`src/rtl/burst_pwm_pkg.sv`:
```
package burst_pwm_pkg;

   localparam int unsigned CODE_W = 8;

   localparam logic [CODE_W-1:0] CODE_HI_BASE    = 8'h10;
   localparam logic [CODE_W-1:0] CODE_LO_BASE    = 8'h11;
   localparam logic [CODE_W-1:0] CODE_BURST_BASE = 8'h14;
   localparam logic [CODE_W-1:0] CODE_ENABLE     = 8'h1F;

   typedef enum logic [1:0] {
      PH_IDLE = 2'd0,
      PH_HIGH = 2'd1,
      PH_LOW  = 2'd2
   } phase_e;

   function automatic logic [CODE_W-1:0] code_hi(input int unsigned ch);
      return CODE_HI_BASE + CODE_W'(2 * ch);
   endfunction

   function automatic logic [CODE_W-1:0] code_lo(input int unsigned ch);
      return CODE_LO_BASE + CODE_W'(2 * ch);
   endfunction

   function automatic logic [CODE_W-1:0] code_burst(input int unsigned ch);
      return CODE_BURST_BASE + CODE_W'(ch);
   endfunction

endpackage

```
`src/rtl/pwm_tick_gen.sv`:
```
module pwm_tick_gen #(
   parameter int unsigned TICK_DIV = 20000
) (
   input  logic clk,
   input  logic rst_n,
   output logic tick
);

   generate
      if (TICK_DIV == 1) begin : g_bypass
         assign tick = 1'b1;
      end else begin : g_divide
         localparam int unsigned CNT_W = $clog2(TICK_DIV);
         localparam logic [CNT_W-1:0] CNT_LAST = CNT_W'(TICK_DIV - 1);

         logic [CNT_W-1:0] cnt_q;

         always_ff @(posedge clk or negedge rst_n) begin
            if (!rst_n) begin
               cnt_q <= '0;
            end else if (cnt_q == CNT_LAST) begin
               cnt_q <= '0;
            end else begin
               cnt_q <= cnt_q + CNT_W'(1);
            end
         end

         assign tick = (cnt_q == CNT_LAST);
      end
   endgenerate

endmodule

```
`src/rtl/pwm_cfg_bank.sv`:
```
module pwm_cfg_bank
   import burst_pwm_pkg::*;
#(
   parameter int unsigned NUM_CH = 2,
   parameter int unsigned DATA_W = 16
) (
   input  logic                           clk,
   input  logic                           rst_n,
   input  logic                           wr_valid,
   input  logic [CODE_W-1:0]              wr_code,
   input  logic [DATA_W-1:0]              wr_data,
   input  logic [NUM_CH-1:0]              burst_done,
   input  logic [CODE_W-1:0]              rd_code,
   output logic [DATA_W-1:0]              rd_data,
   output logic [NUM_CH-1:0][DATA_W-1:0]  hi_val,
   output logic [NUM_CH-1:0][DATA_W-1:0]  lo_val,
   output logic [NUM_CH-1:0][DATA_W-1:0]  burst_val,
   output logic [NUM_CH-1:0]              en_mask
);

   localparam logic [DATA_W-1:0] PERIOD_RESET = DATA_W'(1);

   logic mask_wr;
   assign mask_wr = wr_valid && (wr_code == CODE_ENABLE);

   // enable mask: a mask write takes priority over a burst completion
   always_ff @(posedge clk or negedge rst_n) begin
      if (!rst_n) begin
         en_mask <= '0;
      end else if (mask_wr) begin
         en_mask <= wr_data[NUM_CH-1:0];
      end else begin
         en_mask <= en_mask & ~burst_done;
      end
   end

   genvar gc;
   generate
      for (gc = 0; gc < NUM_CH; gc++) begin : g_ch
         localparam logic [CODE_W-1:0] MY_HI = code_hi(gc);
         localparam logic [CODE_W-1:0] MY_LO = code_lo(gc);
         localparam logic [CODE_W-1:0] MY_BU = code_burst(gc);

         always_ff @(posedge clk or negedge rst_n) begin
            if (!rst_n) begin
               hi_val[gc]    <= PERIOD_RESET;
               lo_val[gc]    <= PERIOD_RESET;
               burst_val[gc] <= '0;
            end else if (wr_valid) begin
               if (wr_code == MY_HI) hi_val[gc]    <= wr_data;
               if (wr_code == MY_LO) lo_val[gc]    <= wr_data;
               if (wr_code == MY_BU) burst_val[gc] <= wr_data;
            end
         end
      end
   endgenerate

   // combinational read-back
   always_comb begin
      rd_data = '0;
      if (rd_code == CODE_ENABLE) begin
         rd_data = DATA_W'(en_mask);
      end
      for (int c = 0; c < NUM_CH; c++) begin
         if (rd_code == code_hi(c))    rd_data = hi_val[c];
         if (rd_code == code_lo(c))    rd_data = lo_val[c];
         if (rd_code == code_burst(c)) rd_data = burst_val[c];
      end
   end

endmodule

```
`src/rtl/pwm_channel.sv`:
```
module pwm_channel
   import burst_pwm_pkg::*;
#(
   parameter int unsigned DATA_W = 16
) (
   input  logic              clk,
   input  logic              rst_n,
   input  logic              tick,
   input  logic              enable,
   input  logic [DATA_W-1:0] hi_val,
   input  logic [DATA_W-1:0] lo_val,
   input  logic [DATA_W-1:0] burst_val,
   output logic              pwm,
   output logic              done
);

   localparam logic [DATA_W-1:0] ONE = DATA_W'(1);

   phase_e            phase_q;
   logic [DATA_W-1:0] rem_q;
   logic [DATA_W-1:0] cyc_q;
   logic [DATA_W-1:0] burst_q;

   logic [DATA_W-1:0] hi_eff;
   logic [DATA_W-1:0] lo_eff;
   logic              boundary;
   logic              last_cycle;

   // a zero period is stretched to one tick
   assign hi_eff = (hi_val == '0) ? ONE : hi_val;
   assign lo_eff = (lo_val == '0) ? ONE : lo_val;

   assign boundary   = tick && (rem_q == ONE);
   assign last_cycle = (burst_q != '0) && ((cyc_q + ONE) == burst_q);

   always_ff @(posedge clk or negedge rst_n) begin
      if (!rst_n) begin
         phase_q <= PH_IDLE;
         rem_q   <= '0;
         cyc_q   <= '0;
         burst_q <= '0;
      end else begin
         unique case (phase_q)
            PH_IDLE: begin
               if (enable) begin
                  phase_q <= PH_HIGH;
                  rem_q   <= hi_eff;
                  cyc_q   <= '0;
                  burst_q <= burst_val;
               end
            end
            PH_HIGH: begin
               if (!enable) begin
                  phase_q <= PH_IDLE;
               end else if (boundary) begin
                  phase_q <= PH_LOW;
                  rem_q   <= lo_eff;
               end else if (tick) begin
                  rem_q <= rem_q - ONE;
               end
            end
            PH_LOW: begin
               if (!enable) begin
                  phase_q <= PH_IDLE;
               end else if (boundary) begin
                  if (last_cycle) begin
                     phase_q <= PH_IDLE;
                  end else begin
                     phase_q <= PH_HIGH;
                     rem_q   <= hi_eff;
                     cyc_q   <= cyc_q + ONE;
                  end
               end else if (tick) begin
                  rem_q <= rem_q - ONE;
               end
            end
            default: phase_q <= PH_IDLE;
         endcase
      end
   end

   assign pwm  = enable && (phase_q == PH_HIGH);
   assign done = enable && (phase_q == PH_LOW) && boundary && last_cycle;

endmodule

```
`src/rtl/burst_pwm_gen.sv`:
```
module burst_pwm_gen
   import burst_pwm_pkg::*;
#(
   parameter int unsigned NUM_CH   = 2,
   parameter int unsigned DATA_W   = 16,
   parameter int unsigned TICK_DIV = 20000
) (
   input  logic              clk,
   input  logic              rst_n,
   input  logic              cmd_valid,
   input  logic [7:0]        cmd_code,
   input  logic [DATA_W-1:0] cmd_param,
   input  logic [7:0]        rd_code,
   output logic [DATA_W-1:0] rd_data,
   output logic [NUM_CH-1:0] pwm_out
);

   // the code map only leaves room for two channels below the burst codes
   generate
      if (NUM_CH < 1 || NUM_CH > 2) begin : g_bad_num_ch
         $error("burst_pwm_gen: NUM_CH must be 1 or 2");
      end
      if (DATA_W < NUM_CH || DATA_W > 16) begin : g_bad_data_w
         $error("burst_pwm_gen: DATA_W must lie between NUM_CH and 16");
      end
      if (TICK_DIV < 1) begin : g_bad_tick_div
         $error("burst_pwm_gen: TICK_DIV must be at least 1");
      end
   endgenerate

   logic                          tick;
   logic [NUM_CH-1:0]             en_mask;
   logic [NUM_CH-1:0]             burst_done;
   logic [NUM_CH-1:0][DATA_W-1:0] hi_val;
   logic [NUM_CH-1:0][DATA_W-1:0] lo_val;
   logic [NUM_CH-1:0][DATA_W-1:0] burst_val;

   pwm_tick_gen #(
      .TICK_DIV (TICK_DIV)
   ) u_tick (
      .clk   (clk),
      .rst_n (rst_n),
      .tick  (tick)
   );

   pwm_cfg_bank #(
      .NUM_CH (NUM_CH),
      .DATA_W (DATA_W)
   ) u_cfg (
      .clk        (clk),
      .rst_n      (rst_n),
      .wr_valid   (cmd_valid),
      .wr_code    (cmd_code),
      .wr_data    (cmd_param),
      .burst_done (burst_done),
      .rd_code    (rd_code),
      .rd_data    (rd_data),
      .hi_val     (hi_val),
      .lo_val     (lo_val),
      .burst_val  (burst_val),
      .en_mask    (en_mask)
   );

   genvar gc;
   generate
      for (gc = 0; gc < NUM_CH; gc++) begin : g_chan
         pwm_channel #(
            .DATA_W (DATA_W)
         ) u_chan (
            .clk       (clk),
            .rst_n     (rst_n),
            .tick      (tick),
            .enable    (en_mask[gc]),
            .hi_val    (hi_val[gc]),
            .lo_val    (lo_val[gc]),
            .burst_val (burst_val[gc]),
            .pwm       (pwm_out[gc]),
            .done      (burst_done[gc])
         );
      end
   endgenerate

endmodule

```
`config.mk`:
```
export PLATFORM = sky130hd
export DESIGN_NAME = burst_pwm_gen
export DESIGN_NICKNAME = d
export VERILOG_FILES = /design/src/rtl/burst_pwm_pkg.sv /design/src/rtl/pwm_tick_gen.sv /design/src/rtl/pwm_cfg_bank.sv /design/src/rtl/pwm_channel.sv /design/src/rtl/burst_pwm_gen.sv
export SDC_FILE = /design/constraint.sdc
export NUM_CORES = 1
export LEC_CHECK = 0
export BUFFER_PORTS_ARGS = -buffer_cell sky130_fd_sc_hd__buf_2
export CORE_ASPECT_RATIO = 1.5
export CORE_MARGIN = 2
export CORE_UTILIZATION = 60
export CTS_BUF_LIST = sky130_fd_sc_hd__clkbuf_8
export CTS_CLUSTER_DIAMETER = 40
export CTS_CLUSTER_SIZE = 10
export DETAILED_ROUTE_END_ITERATION = 8
export GPL_TIMING_DRIVEN = 0
export PLACE_DENSITY = 0.78
export SYNTH_ARGS = -nofsm -noshare
export SYNTH_HDL_FRONTEND = slang
export SYNTH_SLANG_ARGS = --single-unit
```
`constraint.sdc`:
```
create_clock -name clk -period 5.9 [get_ports clk]
set_input_delay 1.18 -clock clk [delete_from_list [all_inputs] [get_ports clk]]
set_output_delay 1.18 -clock clk [all_outputs]
set_load 0.1 [all_outputs]
```
==> flow_summary.ini, run 1 <==
[drt]
vias_per_cell = 6.55
drcViolationCount = 0
antenna_left = 0
dr.pass1.iters = 6
wl_per_cell_um = 21.3
drt_wl_total_um = 34900
vias = 10700
first_iter_violations = 1137

[power_and_ir_drop]
irDropWorstVdd_uv = 187
powerDensity_nw_per_um2 = 301
p_leak_nw = 6.19

[job]
max-cap-violations = 0

[critical_path]
r2r_slack_ns = 2.21
required_ns = 4.72
r2r_end = g_chan[1].u_chan.cyc_q[11]$_DFFE_PN0P_
startpoint = rd_code[5]
critPathCapture = rd_data[1]
critical_path_class = in -> out
reg2reg_from = u_tick.g_divide.cnt_q[0]$_DFF_PN0_
cp.arrival_ns = 4.14
reg2reg_depth = 9
crit_path_start_kind = primary input
setup.worst_path.end_class = output pin
critPathMaxFanout = 10

[yosys]
synth_ff_type = dfrtp_1
syn_area_sq_um = 12600
synth_async_sr_flop_share_pct = 100
ys_ff_latch = 213
synth_area_leaders = dfrtp_1 41%, mux2_2 12%, nand2_1 3.9%
synthTopCellsByCount = 209 x dfrtp_1, 132 x nand2_1, 130 x mux2_2
synth_cell_types = 81
yosys.area.top_type = dfrtp_1
seq_area_frac_synth_pct = 42.3
synth_top_area_share_pct = 41.5
syn_inst = 1268
synthMostInstantiatedCell = dfrtp_1
syn-num-nets = 1318
synth_edf_count = 0
synth_warnings = 0
syn-mean-instance-area_sq_um = 9.95

[timing]
finalHoldViolations = 0
finalSetupTns_ns = 0
setup_ws_ns = 0.576
post-route-min-period_ns = 5.32
skew_ns = 0.0230
grt_setup_unrepaired = no
timing.fmax_mhz = 188
max_slew_margin_pct = 18.3
fin_crit_sh_pct = 90.2
whs_ns = 0.485
setup_viol = 0
maxSlewViolCount = 0
tightest_slew_ns = 1.21

[worst_hold_path]
min_path_type = reg -> reg

[die]
ios = 53
core_region_area_sq_um = 20800
fp.dieW_um = 122
die_area_sq_um = 22200
num_rows = 65
start_util_pct = 60.6
die_h_um = 182

[placement]
dp_hpwl_um = 26000
post-place-ws_ns = 0.631
port_buffers = 50
placed_area_sq_um = 13200
gp_congestion = 0.949

[clock_network]
cts_root_buffer = clkbuf_8
cts_resized = 0
path_clk_slew_ns = 0.07
cts_max_level = 1
cts_sinks = 213
cts_tree = built
cts_buffers = 28
clk-insertion-delay-late_ns = 0.58
holdBufCountCts = 0
cts.path.max_buffers = 3
post_cts_buffers = 0

[cells_and_area]
drive_above_1_share_pct = 20.1
design_area_sq_um = 13900
n_antenna_cell = 0
syn2layout_area_growth_pct = 10.0
final_nets = 1399

[global_routing]
grt_max_degree = 109
antenna_found_initial = 0
grt-ovfl-total = 0
grt_pass1_wl_um = 56100
grt_pass1_vias = 10700
track_usage_pct = 32.2

[run_status]
outcome = completed
==> area by class of cell <==
class	count	area [sq um]
Tap cell	268	335
Clock inverter	19	183
Timing Repair Buffer	51	288
Inverter	35	131
Sequential cell	213	5340
Buffer	77	327
Multi-Input combinational cell	943	6830
Clock buffer	33	454
Fill cell	1685	6940
==> per-layer routing <==
layer / GRT usage, % / share of wire (%) / up-vias
met3: 4.52 / 6.0 / 110
met4: 14.6 / 4.8 / 0
met2: 54.6 / 50 / 408
li1: - / - / 4885
met1: 40.4 / 39 / 5331
met5: 0 / 0 / -
==> worst min-delay path by stage <==
stage | slack [ns] | cells after the start | endpoint | startpoint
6_report | 0.49 | 1 | u_tick.g_divide.cnt_q[11]$_DFF_PN0_ | u_tick.g_divide.cnt_q[11]$_DFF_PN0_
3_3_place_gp | 0.48 | 1 | u_tick.g_divide.cnt_q[11]$_DFF_PN0_ | u_tick.g_divide.cnt_q[11]$_DFF_PN0_
3_5_place_dp | 0.48 | 1 | u_tick.g_divide.cnt_q[11]$_DFF_PN0_ | u_tick.g_divide.cnt_q[11]$_DFF_PN0_
4_1_cts | 0.49 | 1 | u_tick.g_divide.cnt_q[11]$_DFF_PN0_ | u_tick.g_divide.cnt_q[11]$_DFF_PN0_
2_1_floorplan | 0.45 | 1 | u_tick.g_divide.cnt_q[11]$_DFF_PN0_ | u_tick.g_divide.cnt_q[11]$_DFF_PN0_
5_1_grt | 0.51 | 1 | u_tick.g_divide.cnt_q[11]$_DFF_PN0_ | u_tick.g_divide.cnt_q[11]$_DFF_PN0_
==> cells in the final DEF (no fill, tap or decap), drive strengths merged, types with 5 or more instances in the layout <==
cell type and instances:
inv 46, xor2 20, or2 7, a221oi 9, and3 14, mux4 14, nand2b 10, or4 5
nand2 132, nor3 41, o211ai 10, a21o 14, buf 69, and2 10, nor2 66, ha 15
o31ai 20, and4 12, nand3 38, xnor2 41, dfrtp 209, o21ai 80, nor4 37, nand3b 6
a32o 5, nand4 30, mux2i 11, mux2 137, or3 5, a211oi 9, clkbuf 92, a21oi 40
a22o 6, a22oi 23
==> report_power, final <==
part	internal (mW)	total [mW]	switching, mW
Combinational	0.442	1.19	0.748
Sequential	1.58	1.74	0.155
Clock	0.684	1.25	0.563
Total	2.71	4.18	1.47
==> per-stage QoR <==
| stage | util (%) | total power [mW] | std cells |
|---|---|---|---|
| 6_report | 66.7 | 4.18 | 1639 |
| 5_1_grt | 66.7 | 4.39 | 1639 |
| 4_1_cts | 66.7 | 4.18 | 1639 |
| 3_5_place_dp | 63.6 | 2.94 | 1587 |
| 3_3_place_gp | 63.4 | 2.90 | 1586 |
| 2_1_floorplan | - | 2.58 | 1268 |
==> registers in the layout, summed over array words and instances (netlist names) <==
signal and count:
g_chan.u_chan.burst_q 32, g_chan.u_chan.cyc_q 32, u_cfg.lo_val 32, u_tick.g_divide.cnt_q 15
u_cfg.burst_val 32, u_cfg.hi_val 32, g_chan.u_chan.phase_q 4, g_chan.u_chan.rem_q 32
u_cfg.en_mask 2
==> kinds of logic (layout without fill, tap and decap cells) <==
kind of cell / after synthesis / in the layout / share of synthesized area (%)
compound gates: 271 / 271 / 14.7
xor+xnor: 61 / 61 / 4.24
fa+ha+maj: 15 / 15 / 1.49
buf+inv: 112 / 215 / 3.63
flops: 213 / 213 / 42.3
mux: 162 / 162 / 15.8
simple gates: 434 / 434 / 17.9
==> worst max-delay path: stages <==
cell and delay [ns]:
buf_2 0.09, or4b_2 0.75, nor3_1 0.87, o311a_1 0.31
a221oi_1 0.07, o21ai_0 0.23, mux2_2 0.21, buf_2 0.43
Power figures use the tool's default switching activity.
==> run 2, diff against run 1 <==
--- a/config.mk
+++ b/config.mk
@@ -5,6 +5,7 @@
 export SDC_FILE = /design/constraint.sdc
 export NUM_CORES = 1
 export LEC_CHECK = 0
+export ABC_AREA = 1
 export BUFFER_PORTS_ARGS = -buffer_cell sky130_fd_sc_hd__buf_2
 export CORE_ASPECT_RATIO = 1.5
 export CORE_MARGIN = 2
==> run 2 against run 1 <==
  * Cell count grew 46%
  * Clock-buffer cell count shrank 3
  * Maximum frequency grew 12%
  * Power grew 10%
  * Critical path type unchanged
  * Clock skew shrank 0.0085 ns
  * Clock power shrank 4%
  * Non-clock buffer count shrank 2
==> flow_summary.ini, run 2 <==
[yosys]
synth_cell_types = 48
syn_inst = 2005
syn-mean-instance-area_sq_um = 6.79
ys_ff_latch = 213
synth_top_area_share_pct = 38.4
syn_area_sq_um = 13600
synth_warnings = 0
syn-num-nets = 2055
synthMostInstantiatedCell = nand2_1
seq_area_frac_synth_pct = 39.2
synth_async_sr_flop_share_pct = 100
synth_area_leaders = dfrtp_1 38%, nand2_1 18%, o21ai_0 7.3%
synth_ff_type = dfrtp_1
synth_edf_count = 0
yosys.area.top_type = dfrtp_1
synthTopCellsByCount = 642 x nand2_1, 223 x inv_1, 209 x dfrtp_1

[cells_and_area]
stdcell_count = 2386
final_common_cell = nand2_1
drive_above_1_share_pct = 8.20
syn2layout_area_growth_pct = 9.11
design_area_sq_um = 14900
layout_common_cells = 642 x nand2_1, 234 x inv_1, 209 x dfrtp_1
final_nets = 2139
n_antenna_cell = 0
utilization_pct = 66.7

[clock_network]
cts_tree = built
cts_root_buffer = clkbuf_8
holdBufCountCts = 0
cts_buffers = 29
cts.path.max_buffers = 3
clk-insertion-delay-late_ns = 0.58
post_cts_buffers = 0
cts_sinks = 213
cts_max_level = 1
cts_resized = 0
path_clk_slew_ns = 0.07

[timing]
grt_setup_unrepaired = no
post-route-min-period_ns = 4.75
max_slew_margin_pct = 28.8
setup_ws_ns = 1.15
setup_viol = 0
finalHoldViolations = 0
finalSetupTns_ns = 0
skew_ns = 0.0145
maxSlewViolCount = 0
tightest_slew_ns = 1.06
timing.fmax_mhz = 211
whs_ns = 0.462
fin_crit_sh_pct = 80.5

[critical_path]
critical_path_class = in -> out
crit_buf_inv = 3
required_ns = 4.72
max_stage_delay_ns = 0.48
cp_top_family = simple AND/OR/NAND/NOR gates
path_cells = buf_2 > nor2_1 > nand2_1 > nor3_1 > nand2_1 > nor2_1 > clkbuf_1 > nand2_1 > o2111ai_1 > buf_2
slowest_stage = buf_2
cp.arrival_ns = 3.57
crit_path_start_kind = primary input
setup.worst_path.end_class = output pin
crit_top_cell = nand2_1
critPathMaxFanout = 10

[global_routing]
antenna_found_initial = 0
grt_pass1_wl_um = 69700
grt_max_degree = 110
grt-ovfl-total = 0
grt_pass1_vias = 13500
track_usage_pct = 37.1

[die]
fp.dieW_um = 127
core_region_area_sq_um = 22300
ios = 53
die_area_sq_um = 23900
num_rows = 67
start_util_pct = 61.1
die_h_um = 189

[placement]
post-place-ws_ns = 1.18
dpl.cell_count = 2334
dp_hpwl_um = 34100
port_buffers = 52
placed_area_sq_um = 14300
gp_congestion = 1.02

[drt]
dr.pass1.iters = 5
vias = 13900
drt_wl_total_um = 43800
antenna_left = 0
drcViolationCount = 0
first_iter_violations = 1023
vias_per_cell = 5.82
wl_per_cell_um = 18.4

[power_and_ir_drop]
power_mw = 4.60
p_leak_nw = 7.59
irDropWorstVdd_uv = 288
powerDensity_nw_per_um2 = 309

[job]
max-cap-violations = 0

[worst_hold_path]
min_path_type = reg -> reg

[run_status]
outcome = completed
run 2: worst paths after layout:
kind	endpoint	start	slack, ns	cells after the start
min reg2reg	u_tick.g_divide.cnt_q[0]$_DFF_PN0_	u_tick.g_divide.cnt_q[0]$_DFF_PN0_	0.46	1
max reg2reg	g_chan[0].u_chan.cyc_q[3]$_DFFE_PN0P_	u_tick.g_divide.cnt_q[0]$_DFF_PN0_	2.96	10
min in group asynchronous	g_chan[0].u_chan.cyc_q[12]$_DFFE_PN0P_	rst_n	0.65	1
max	rd_data[4]	rd_code[7]	1.15	10
min	u_tick.g_divide.cnt_q[0]$_DFF_PN0_	u_tick.g_divide.cnt_q[0]$_DFF_PN0_	0.46	1
max in group asynchronous	u_cfg.lo_val[0]$_DFFE_PN1P_	rst_n	4.23	2
run 2: power breakdown:
part           internal (mW)  switching (mW)
Combinational          0.532            1.08
Sequential              1.61           0.180
Clock                  0.607           0.591
Total                   2.75            1.85
run 2: final cells by class:
| class | instances | area, sq um |
|---|---|---|
| clock buffers | 30 | 413 |
| clock inverters | 22 | 185 |
| multi-input cells | 1493 | 7110 |
| flip-flops and latches | 213 | 5340 |
| plain buffers | 73 | 332 |
| fillers | 2081 | 7440 |
| inverters | 226 | 850 |
| repair buffers | 53 | 298 |
| well taps | 276 | 345 |
run 2: cell families after synthesis:
group | after synthesis | synth area share [%]
xor gates and xnor gates | 28 | 1.90
muxes | 1 | 0.0827
adders and majority gates | 15 | 1.38
AOI/OAI and AO/OA | 301 | 12.1
DFF | 213 | 39.2
buffers and inverters | 299 | 8.67
and+or+nand+nor | 1148 | 36.7
run 2: worst reg2reg max path: stages (launching register included):
cell and delay [ns]:
dfrtp_1 0.37, ha_1 0.19, nand2_1 0.09, nor2_1 0.22, nand3_1 0.13, nor2_1 0.16, nand3b_1 0.37, a22oi_2 0.65
clkbuf_1 0.44, nand3_1 0.16, nand2_2 0.09
run 2: routing by layer:
layer  routed length (um)  global-route usage, %  vias up  part of all wire [%]
met5                    0                      0        -                     0
met4                 3310                   24.3        0                   7.5
met3                 2410                   4.60      205                   5.5
met2                22100                   65.5      522                    51
met1                16000                   41.6     6476                    36
li1                     -                      -     6687                     -
==> run 3, diff against run 2 <==
--- a/config.mk
+++ b/config.mk
@@ -5,7 +5,7 @@
 export SDC_FILE = /design/constraint.sdc
 export NUM_CORES = 1
 export LEC_CHECK = 0
-export ABC_AREA = 1
+export ABC_AREA = 0
 export BUFFER_PORTS_ARGS = -buffer_cell sky130_fd_sc_hd__buf_2
 export CORE_ASPECT_RATIO = 1.5
 export CORE_MARGIN = 2
==> constraint.sdc (replaced) <==
create_clock -name clk -period 4.4 [get_ports clk]
set_input_delay 0.88 -clock clk [delete_from_list [all_inputs] [get_ports clk]]
set_output_delay 0.88 -clock clk [all_outputs]
set_load 0.1 [all_outputs]
==> run 3 against run 2 <==
  * Clock-buffer cell count is 3 higher
  * Sequential power is 30% higher
  * Power is 22% higher
  * Highest routed layer unchanged
==> flow_summary.ini, run 3 (synthesis gave the netlist of run 1 again) <==
[run_status]
outcome = completed

[global_routing]
track_usage_pct = 32.3
grt_pass1_wl_um = 56200
antenna_found_initial = 0
grt_pass1_vias = 10600
grt-ovfl-total = 0
grt_max_degree = 109

[cells_and_area]
utilization_pct = 66.8
drive_above_1_share_pct = 20.4
final_nets = 1399
final_common_cell = dfrtp_1
layout_common_cells = 209 x dfrtp_1, 132 x nand2_1, 130 x mux2_2
design_area_sq_um = 13900
n_antenna_cell = 0
syn2layout_area_growth_pct = 10.3

[timing]
fin_crit_sh_pct = 99.3
skew_ns = 0.0254
max_slew_margin_pct = 23.3
setup_viol = 0
timing.fmax_mhz = 229
maxSlewViolCount = 0
finalHoldViolations = 0
tightest_slew_ns = 1.14
post-route-min-period_ns = 4.37

[placement]
gp_congestion = 0.949
placed_area_sq_um = 13200
port_buffers = 50
dp_hpwl_um = 26000

[worst_hold_path]
min_path_type = in -> async

[critical_path]
path_cells = buf_2 > or4b_2 > nor3_2 > clkbuf_1 > a22oi_1 > nand2_1 > buf_2
crit_top_cell = buf_2
crit_buf_inv = 3
critical_path_class = in -> out
max_stage_delay_ns = 0.81
cp.arrival_ns = 3.49
slowest_stage = or4b_2
required_ns = 3.52
critPathMaxFanout = 10
crit_path_start_kind = primary input
cp_top_family = simple AND/OR/NAND/NOR gates
setup.worst_path.end_class = output pin

[clock_network]
clk-insertion-delay-late_ns = 0.59
holdBufCountCts = 0
cts_root_buffer = clkbuf_8
cts.path.max_buffers = 3
cts_max_level = 1
cts_tree = built
path_clk_slew_ns = 0.07
cts_sinks = 213
cts_buffers = 28

[die]
die_area_sq_um = 22200
start_util_pct = 60.6
core_region_area_sq_um = 20800
num_rows = 65
ios = 53
die_h_um = 182
fp.dieW_um = 122

[power_and_ir_drop]
p_clk_share_pct = 29.9
comb_power_share_pct = 28.5
powerDensity_nw_per_um2 = 403
intPower_mw = 3.63
p_leak_nw = 6.20
switching_power_mw = 1.97
power_mw = 5.60
irDropWorstVdd_uv = 249
switching_share_pct = 35.1
power.share.sequential_pct = 41.6

[drt]
vias = 10800
drcViolationCount = 0
vias_per_cell = 6.56
first_iter_violations = 1234
wl_per_cell_um = 21.5
drt_wl_total_um = 35200
antenna_left = 0
dr.pass1.iters = 5

[job]
max-cap-violations = 0
-- run 3: cell types whose count changed in the layout (fill, tap and decap cells not counted), moves of 30 or more --
cell     before  now
inv_1       234   46
mux2_2        1  130
nand2_1     642  132
nand2_2      30    0
nand3_1     194   38
nor2_1      173   65
o21ai_0     199   79
xnor2_1       6   41
-- run 3: final timing paths --
path / end / slack (ns) / depth (start not counted) / from
max in group asynchronous: u_tick.g_divide.cnt_q[5]$_DFF_PN0_ / 3.06 / 2 / rst_n
min in group clk: u_tick.g_divide.cnt_q[11]$_DFF_PN0_ / 0.49 / 1 / u_tick.g_divide.cnt_q[11]$_DFF_PN0_
max: rd_data[6] / 0.03 / 7 / rd_code[5]
max reg2reg: g_chan[1].u_chan.cyc_q[11]$_DFFE_PN0P_ / 0.71 / 9 / u_tick.g_divide.cnt_q[0]$_DFF_PN0_
min reg2reg: u_tick.g_divide.cnt_q[11]$_DFF_PN0_ / 0.49 / 1 / u_tick.g_divide.cnt_q[11]$_DFF_PN0_
min: g_chan[1].u_chan.cyc_q[9]$_DFFE_PN0P_ / 0.33 / 1 / rst_n
-- run 3: worst register-to-register path, delay by kind of cell (launching register included) --
kind                       cells  cell delay [ns]
and+or+nand+nor                4             1.29
adders and majority gates      1             0.22
DFF                            1             0.40
buffers and inverters          3             1.33
AOI/OAI and AO/OA              1             0.35
-- run 3: what timing repair did --
action	CTS	global route
gates resized for setup	3	2
buffers inserted	0	0
pin swaps	0	0
endpoints found under the setup margin	13	12
hold endpoints to repair	0	0
cloned	0	0
-- run 3: area by class of cell --
cell class              instances  area, sq um
inverters                      35          131
plain buffers                  77          327
well taps                     268          335
multi-input cells             943         6860
repair buffers                 51          288
flip-flops and latches        213         5340
fillers                      1680         6910
clock buffers                  33          454
clock inverters                19          183
-- run 3: power groups by stage --
stage / Combinational, mW / Clock, mW / Sequential [mW]
after floorplan: 1.17 / 0 / 2.29
after global placement: 1.54 / 0 / 2.36
after detailed placement: 1.57 / 0 / 2.36
after CTS: 1.58 / 1.70 / 2.33
after global routing: 1.76 / 1.78 / 2.35
final: 1.60 / 1.67 / 2.33
-- run 3: metrics by stage --
step	hold slack, ns	setup TNS [ns]	std cells	setup slack (ns)
final	0.332	0	1639	0.0304
after CTS	0.374	0	1639	0.0322
after global routing	0.402	-0.00355	1639	-0.00355
after detailed placement	0.483	-2.76	1587	-0.269
after global placement	0.476	-233.74	1586	-1.12
after floorplan	0.449	0	1268	0.196
-- run 3: per-layer routing --
metal	GRT usage [%]	part of all wire, %
met1	40.5	39
met2	54.5	50
met3	4.52	6.3
met4	14.9	5.0
met5	0	0
